`config.mk`:
```
export PLATFORM = sky130hd
export DESIGN_NAME = acc_alu_bus
export DESIGN_NICKNAME = d
export VERILOG_FILES = /design/src/rtl/acc_alu_pkg.sv /design/src/rtl/acc_alu_ctrl.sv /design/src/rtl/acc_alu_unit.sv /design/src/rtl/acc_alu_core.sv /design/src/rtl/acc_alu_bus.sv
export SDC_FILE = /design/constraint.sdc
export NUM_CORES = 1
export LEC_CHECK = 0
export BUFFER_PORTS_ARGS = -buffer_cell sky130_fd_sc_hd__buf_2
export CORE_UTILIZATION = 28
export CTS_CLUSTER_DIAMETER = 150
export DETAILED_ROUTE_END_ITERATION = 10
export PLACE_DENSITY = 0.51
export SYNTH_ARGS = -nofsm -noshare
export SYNTH_HDL_FRONTEND = slang
export SYNTH_HIERARCHICAL = 1
export SYNTH_SLANG_ARGS = --single-unit
```
`constraint.sdc`:
```
create_clock -name clk -period 10.1 [get_ports clk]
set_clock_uncertainty 0.05 [all_clocks]
set_input_delay 2.02 -clock clk [delete_from_list [all_inputs] [get_ports clk]]
set_output_delay 2.02 -clock clk [all_outputs]
set_load 0.005 [all_outputs]
```
`src/rtl/acc_alu_pkg.sv`:
```
package acc_alu_pkg;
  localparam int DATA_W = 8;
  localparam int SEL_W  = 3;

  typedef enum logic [SEL_W-1:0] {
    OP_INC = 3'd0,
    OP_ADD = 3'd1,
    OP_SUB = 3'd2,
    OP_DEC = 3'd3,
    OP_NOT = 3'd4,
    OP_AND = 3'd5,
    OP_OR  = 3'd6,
    OP_XOR = 3'd7
  } aluOpT;

  typedef struct packed {
    logic mdrWe;
    logic accWe;
    logic pickAlu;
    logic driveEn;
  } strobeT;
endpackage

```
`src/rtl/acc_alu_ctrl.sv`:
```
module acc_alu_ctrl
  import acc_alu_pkg::*;
(
  input  logic   clk,
  input  logic   rstN,
  input  logic   mdrLoad,
  input  logic   aluDrive,
  input  logic   accLoad,
  input  logic   accDrive,
  output strobeT strobes
);
  always_comb begin
    strobes.mdrWe   = mdrLoad;
    strobes.accWe   = accLoad;
    strobes.pickAlu = aluDrive;
    strobes.driveEn = aluDrive ^ accDrive;
  end

  // both enables at once is bus contention
  p_no_contention_r9: assert property (@(posedge clk) disable iff (!rstN)
    $onehot0({aluDrive, accDrive}));
endmodule

```
`src/rtl/acc_alu_unit.sv`:
```
module acc_alu_unit
  import acc_alu_pkg::*;
#(
  parameter int W = DATA_W
) (
  input  logic [SEL_W-1:0] opSel,
  input  logic [W-1:0]     accVal,
  input  logic [W-1:0]     mdrVal,
  output logic [W-1:0]     result
);
  localparam logic [W-1:0] ONE = W'(1);

  aluOpT op;
  assign op = aluOpT'(opSel);

  always_comb begin
    unique case (op)
      OP_INC:  result = accVal + ONE;
      OP_ADD:  result = accVal + mdrVal;
      OP_SUB:  result = accVal - mdrVal;
      OP_DEC:  result = accVal - ONE;
      OP_NOT:  result = ~accVal;
      OP_AND:  result = accVal & mdrVal;
      OP_OR:   result = accVal | mdrVal;
      default: result = accVal ^ mdrVal;
    endcase
  end
endmodule

```
`src/rtl/acc_alu_core.sv`:
```
module acc_alu_core
  import acc_alu_pkg::*;
#(
  parameter int W = DATA_W
) (
  input  logic             clk,
  input  logic             rstN,
  input  logic [W-1:0]     busIn,
  input  logic [SEL_W-1:0] opSel,
  input  strobeT           strobes,
  output logic [W-1:0]     busOut
);
  logic [W-1:0] accReg;
  logic [W-1:0] mdrReg;
  logic [W-1:0] aluResult;

  always_ff @(posedge clk or negedge rstN) begin
    if (!rstN) begin
      accReg <= '0;
      mdrReg <= '0;
    end else begin
      if (strobes.accWe) accReg <= busIn;
      if (strobes.mdrWe) mdrReg <= busIn;
    end
  end

  acc_alu_unit #(.W(W)) u_unit (
    .opSel  (opSel),
    .accVal (accReg),
    .mdrVal (mdrReg),
    .result (aluResult)
  );

  always_comb begin
    if (!strobes.driveEn)     busOut = '0;
    else if (strobes.pickAlu) busOut = aluResult;
    else                      busOut = accReg;
  end

  p_acc_load_r3: assert property (@(posedge clk) disable iff (!rstN)
    strobes.accWe |=> accReg == $past(busIn));
  p_acc_hold_r3: assert property (@(posedge clk) disable iff (!rstN)
    !strobes.accWe |=> $stable(accReg));
  p_mdr_load_r2: assert property (@(posedge clk) disable iff (!rstN)
    strobes.mdrWe |=> mdrReg == $past(busIn));
  p_mdr_hold_r2: assert property (@(posedge clk) disable iff (!rstN)
    !strobes.mdrWe |=> $stable(mdrReg));
  p_idle_zero_r9: assert property (@(posedge clk) disable iff (!rstN)
    !strobes.driveEn |-> busOut == '0);
endmodule

```
`src/rtl/acc_alu_bus.sv`:
```
module acc_alu_bus
  import acc_alu_pkg::*;
(
  input  logic              clk,
  input  logic              rstN,
  input  logic [DATA_W-1:0] busIn,
  input  logic              mdrLoad,
  input  logic              aluDrive,
  input  logic              accLoad,
  input  logic              accDrive,
  input  logic [SEL_W-1:0]  opSel,
  output logic [DATA_W-1:0] busOut,
  output logic              busDrive
);
  strobeT strobes;

  acc_alu_ctrl u_ctrl (
    .clk      (clk),
    .rstN     (rstN),
    .mdrLoad  (mdrLoad),
    .aluDrive (aluDrive),
    .accLoad  (accLoad),
    .accDrive (accDrive),
    .strobes  (strobes)
  );

  acc_alu_core #(.W(DATA_W)) u_core (
    .clk     (clk),
    .rstN    (rstN),
    .busIn   (busIn),
    .opSel   (opSel),
    .strobes (strobes),
    .busOut  (busOut)
  );

  assign busDrive = strobes.driveEn;

  // an accumulator-only drive always reports a driven bus
  p_acc_drive_r4: assert property (@(posedge clk) disable iff (!rstN)
    (accDrive && !aluDrive) |-> busDrive);
endmodule

```
==> results of run 1 <==
## Yosys cell counts
cell type,count
or3_1,2
xor2_1,2
a21o_1,3
dfrtp_1,16
a21oi_1,11
nor3_1,1
mux2i_1,10
or3_2,1
nand3_1,1
buf_1,1
a31oi_1,1
mux4_2,5
inv_1,24
nor2b_1,9
nand2_1,19
buf_4,3
o21bai_1,1
clkbuf_1,6
nor4_1,1
o21ai_0,18
nand2b_1,2
nor2_1,2
mux2_4,16
xnor2_1,11
a31o_1,1
o211ai_1,4
mux2_2,1
ha_1,25
fa_1,1
buf_6,3
or4_1,1
## layer usage
metal	wire (um)	track usage (%)
met1	2040	16.2
met2	1500	18.0
met4	41	3.29
met5	0	0
met3	111	0.983
## stage by stage
stage	worst slack, ns	cells	power [mW]
2_1_floorplan	3.74	202	0.158
3_3_place_gp	3.45	291	0.180
3_5_place_dp	3.44	291	0.182
4_1_cts	3.44	294	0.229
5_1_grt	3.18	294	0.246
6_report	3.47	294	0.224
## final timing paths
check / slack, ns / startpoint / end / cells past startpoint
max: 3.47 / opSel[0] / busOut[6] / 15
max reg2reg: 9.16 / u_core/accReg[1] / u_core/accReg[1] / 1
max in group asynchronous: 8.11 / rstN / u_core/accReg[7] / 1
min reg2reg: 0.52 / u_core/mdrReg[6] / u_core/mdrReg[6] / 1
min: 0.52 / u_core/mdrReg[6] / u_core/mdrReg[6] / 1
min in group asynchronous: 1.63 / rstN / u_core/mdrReg[4] / 1
## flip-flops by register name, indices dropped and copies added (netlist names)
signal and cells:
u_core/accReg 8, u_core/mdrReg 8
## cells by family (layout without fill, tap and decap cells)
family / Yosys count / after routing / synth area share [%]
buf+inv: 37 / 52 / 9.11
mux: 32 / 32 / 24.5
simple gates: 39 / 39 / 10.1
fa+ha+maj: 26 / 26 / 17.6
xor+xnor: 13 / 13 / 6.01
compound gates: 39 / 39 / 11.6
flops: 16 / 16 / 21.1
## power by group
| group | switching, mW | total (mW) | internal (mW) |
|---|---|---|---|
| logic | 0.0463 | 0.0981 | 0.0518 |
| registers | 0.0107 | 0.0813 | 0.0706 |
| clock network | 0.0187 | 0.0451 | 0.0263 |
| total | 0.0757 | 0.224 | 0.149 |
## layout make-up
class / instances / area share [%]
Multi-Input combinational cell: 149 / 63.7
Clock buffer: 3 / 1.99
Sequential cell: 16 / 19.3
Timing Repair Buffer: 25 / 6.03
Tap cell: 77 / 4.64
Inverter: 24 / 4.34
==> out/metrics.cfg, run 1 <==
[drt]
num_vias=1352
wl_mm=3.69
vias_per_cell=4.60
firstDrtPassIters=7
ant_nets=0
detail_route.wl_per_cell_um=12.5
drt_iter0_drc=28
drc_errors=2

[synthesis]
ys_ff_latch=16
ys_top_cells_by_area=dfrtp_1 21%, ha_1 17%, mux2_4 13%
syn-num-nets=245
ys_seq_area_share_pct=21.1
synth_area_sq_um=1900
synth_warnings=6
syn_area_per_cell_sq_um=9.38
syn_inst=202
yosysTopAreaCell=dfrtp_1
yosysUniqueCellTypes=31
yosysTopAreaCellShare_pct=21.1

[run]
maxCapViolCount=0

[floorplan]
fp.dieW_um=84.3
io_pins=26
core-area_sq_um=6460
die-height_um=84.3
fp.dieArea_sq_um=7100
fp-row-count=29
initial_core_util_pct=29.3

[finish]
final_cell_mix=25 x buf_2, 25 x ha_1, 24 x inv_1, 19 x nand2_1, 18 x o21ai_0
fill_cells=686
regArea_sq_um=400
antenna_cells=0
fin_util_pct=32.1
multiInputGateArea_sq_um=1320
drive_above_1_share_pct=23.5
nets=262
area_growth_pct=9.50
design_area_sq_um=2080

[clock_network]
insertion_delay_ns=0.24
numClockSinks=16
postCtsResizedCells=0
clk_pin_slew_ns=0.05
cts_hold_buf=0
cts_setup_buffers=0
cts_tree=built
clockRootBuffer=clkbuf_8
htreeDepth=1
cts_made_buffers=3
clockBufferDepth=2

[grt]
antenna_found_initial=0
grt_usage_pct=11.2
grt_pass1_vias=1347
overflow=0
grt_pass1_wl_mm=6.47
grt_max_degree=31

[setup_path]
slowest_delay_ns=0.40
crit_path_end_kind=output port
worstPathMaxFanout=30
critPathSlowestCell=buf_2
start_kind=primary input
required_ns=8.03
path_delay_family=compound AO/OA/AOI/OAI gates
cp.arrival_ns=4.56
path_buf_inv=3
critPathKind=primary input to output port
path_cells=buf_2 > xnor2_1 > or3_1 > ha_1 > inv_1 > fa_1 > a21o_1 > a21oi_1 > o21bai_1 > a21oi_1 > xor2_1 > o21ai_0 > mux2i_1 > nor2b_1 > buf_2

[place]
place.gp.congestion=0.752
dpl_cell_area_sq_um=2030
port_buffers=25
hpwl_mm=2.98

[timing]
fin_setup_tns_ns=0
finalSetupViolCount=0
slew_headroom_pct=60.8
period_needed_ns=6.63
slew_violations=0
whs_ns=0.523
hold_viol=0
fmax_mhz=151
tightestPinTransition_ns=0.586
rsz0062_at_grt=no
finalCritPeriodShare_pct=65.6

[pwr]
ir_drop_mv=0.0792
power_density_nw_per_um2=108
p_leak_nw=1.04

[hold_path]
hold_class=register to register

[status]
status=complete, but fails checks
violations=DRC

No activity file was read; power rests on OpenSTA's default activity.
==> inputs of run 2 (changes only) <==
==> constraint.sdc (replaced) <==
create_clock -name clk -period 6.8 [get_ports clk]
set_clock_uncertainty 0.05 [all_clocks]
set_input_delay 1.36 -clock clk [delete_from_list [all_inputs] [get_ports clk]]
set_output_delay 1.36 -clock clk [all_outputs]
set_load 0.005 [all_outputs]
==> run 2 against run 1 <==
  * The run still ends with DRC left
  * Worst setup slack got worse by 2.0 ns
  * Via count rose by 0.96%
  * Sequential power rose by 49%
  * Die area did not move
  * Critical path depth did not move
  * Combinational power rose by 49%
  * Routed wire length rose by 0.27%
  * Sequential share of layout area fell by 0.13 points
  * Critical endpoint unchanged
  * Largest power group unchanged
==> out/metrics.cfg, run 2 (synthesis results as in run 1) <==
[status]
status=complete, but fails checks
violations=DRC

[hold_path]
hold_path_depth=1  ; unchanged
hold_class=register to register
holdPathEnd=u_core/mdrReg[6]
min-delay-start=u_core/mdrReg[6]

[clock_network]
htreeDepth=1  ; unchanged
cts_setup_buffers=0  ; unchanged
cts_tree=built
clockRootBuffer=clkbuf_8
clockBufferDepth=2  ; unchanged
cts_hold_buf=0  ; unchanged
insertion_delay_ns=0.24  ; about the same
numClockSinks=16  ; unchanged
clk_pin_slew_ns=0.06  ; about the same
cts_made_buffers=3  ; unchanged
postCtsResizedCells=0  ; unchanged

[setup_path]
required_ns=5.39  ; -2.64 ns
worstPathMaxFanout=30  ; unchanged
path_cells=buf_2 > xnor2_1 > or3_1 > ha_1 > inv_1 > fa_1 > a21o_1 > a21oi_1 > o21bai_1 > a21oi_1 > xor2_1 > o21ai_0 > mux2i_1 > nor2b_1 > buf_2
rr_endpoint=u_core/accReg[1]
crit_path_end_kind=output port
crit_start=opSel[0]
timing.rr.start=u_core/accReg[1]
start_kind=primary input
slowest_delay_ns=0.41  ; about the same
path_delay_family=compound AO/OA/AOI/OAI gates
critPathSlowestCell=buf_2
reg2reg_depth=1  ; unchanged
reg2reg_slack_ns=5.86  ; -3.30 ns
cp.arrival_ns=3.90  ; -0.66 ns
path_buf_inv=3  ; unchanged
critPathKind=primary input to output port

[floorplan]
initial_core_util_pct=29.3  ; unchanged
fp.dieW_um=84.3  ; unchanged
core-area_sq_um=6460  ; unchanged
fp-row-count=29  ; unchanged
fp.dieArea_sq_um=7100  ; unchanged
io_pins=26  ; unchanged
die-height_um=84.3  ; unchanged

[pwr]
p_leak_nw=1.05  ; +0.69%
ir_drop_mv=0.153  ; +93%
power_density_nw_per_um2=167  ; +54%

[timing]
period_needed_ns=5.31
finalCritPeriodShare_pct=78.1
fmax_mhz=188
tightestPinTransition_ns=0.583  ; -0.00262 ns
whs_ns=0.524  ; +0.00147 ns
slew_violations=0  ; unchanged
finalSetupViolCount=0  ; unchanged
fin_setup_tns_ns=0  ; unchanged
slew_headroom_pct=61.0  ; +0.18 points
hold_viol=0  ; unchanged
rsz0062_at_grt=no

[grt]
overflow=0  ; unchanged
grt_pass1_vias=1348  ; +0.074%
grt_pass1_wl_mm=6.42  ; -0.74%
grt_max_degree=31  ; unchanged
antenna_found_initial=0  ; unchanged
grt_usage_pct=11.2  ; -0.084 points

[run]
maxCapViolCount=0  ; unchanged

[drt]
firstDrtPassIters=7  ; unchanged
vias_per_cell=4.63  ; +0.62%
wl_mm=3.70  ; +0.27%
ant_nets=0  ; unchanged
detail_route.wl_per_cell_um=12.5  ; about the same
drc_errors=2  ; unchanged
num_vias=1365  ; +0.96%
drt_iter0_drc=34  ; +21%

[finish]
design_area_sq_um=2090  ; +0.66%
final_cell_mix=25 x buf_2, 25 x ha_1, 24 x inv_1, 19 x nand2_1, 18 x o21ai_0
layout.cells.non_filler=295  ; +0.34%
antenna_cells=0  ; unchanged
fill_cells=685  ; -0.15%
top_regs=u_core/accReg (8), u_core/mdrReg (8)
drive_above_1_share_pct=23.9  ; +0.35 points
nets=262  ; unchanged
area_growth_pct=10.2

[place]
place.gp.congestion=0.752  ; about the same
hpwl_mm=2.99  ; +0.42%
port_buffers=25  ; unchanged
dpl.cell_count=291  ; unchanged
dpl_cell_area_sq_um=2030  ; unchanged

## run 2: final cells by class
cell class | count | area (sq um) | area share (%)
inverter | 24 | 90.1 | 4.31
timing repair buffer | 25 | 125 | 5.99
clock buffer | 4 | 55.1 | 2.63
tap | 77 | 96.3 | 4.61
sequential | 16 | 400 | 19.2
multi-input combinational | 149 | 1320 | 63.3
## run 2: where the power goes
group	switching, mW	leakage, nW	total, mW	internal [mW]
Clock	0.0301	0.0288	0.0814	0.0513
Combinational	0.0688	0.830	0.146	0.0769
Sequential	0.0161	0.187	0.121	0.105
## run 2: metal layers
| layer | share of wire [%] | global-route usage (%) | up-vias |
|---|---|---|---|
| met5 | 0 | 0 | - |
| met4 | 0.87 | 2.82 | 0 |
| met3 | 2.3 | 0.885 | 4 |
| met2 | 42 | 18.6 | 20 |
| met1 | 54 | 15.7 | 622 |
| li1 | - | - | 719 |
## run 2: worst max-delay path by stage
stage                end  slack (ns)  cells after the start
2_1_floorplan  busOut[7]        1.76                     13
3_3_place_gp   busOut[7]        1.47                     13
3_5_place_dp   busOut[6]        1.45                     15
4_1_cts        busOut[6]        1.45                     15
5_1_grt        busOut[7]        1.18                     13
6_report       busOut[6]        1.49                     15
## run 2: metrics by stage
stage	power (mW)	utilization, %	setup WS [ns]
6_report	0.348	32.4	1.49
3_3_place_gp	0.268	31.5	1.47
3_5_place_dp	0.271	31.5	1.45
5_1_grt	0.379	32.4	1.18
2_1_floorplan	0.234	-	1.76
4_1_cts	0.354	32.4	1.45
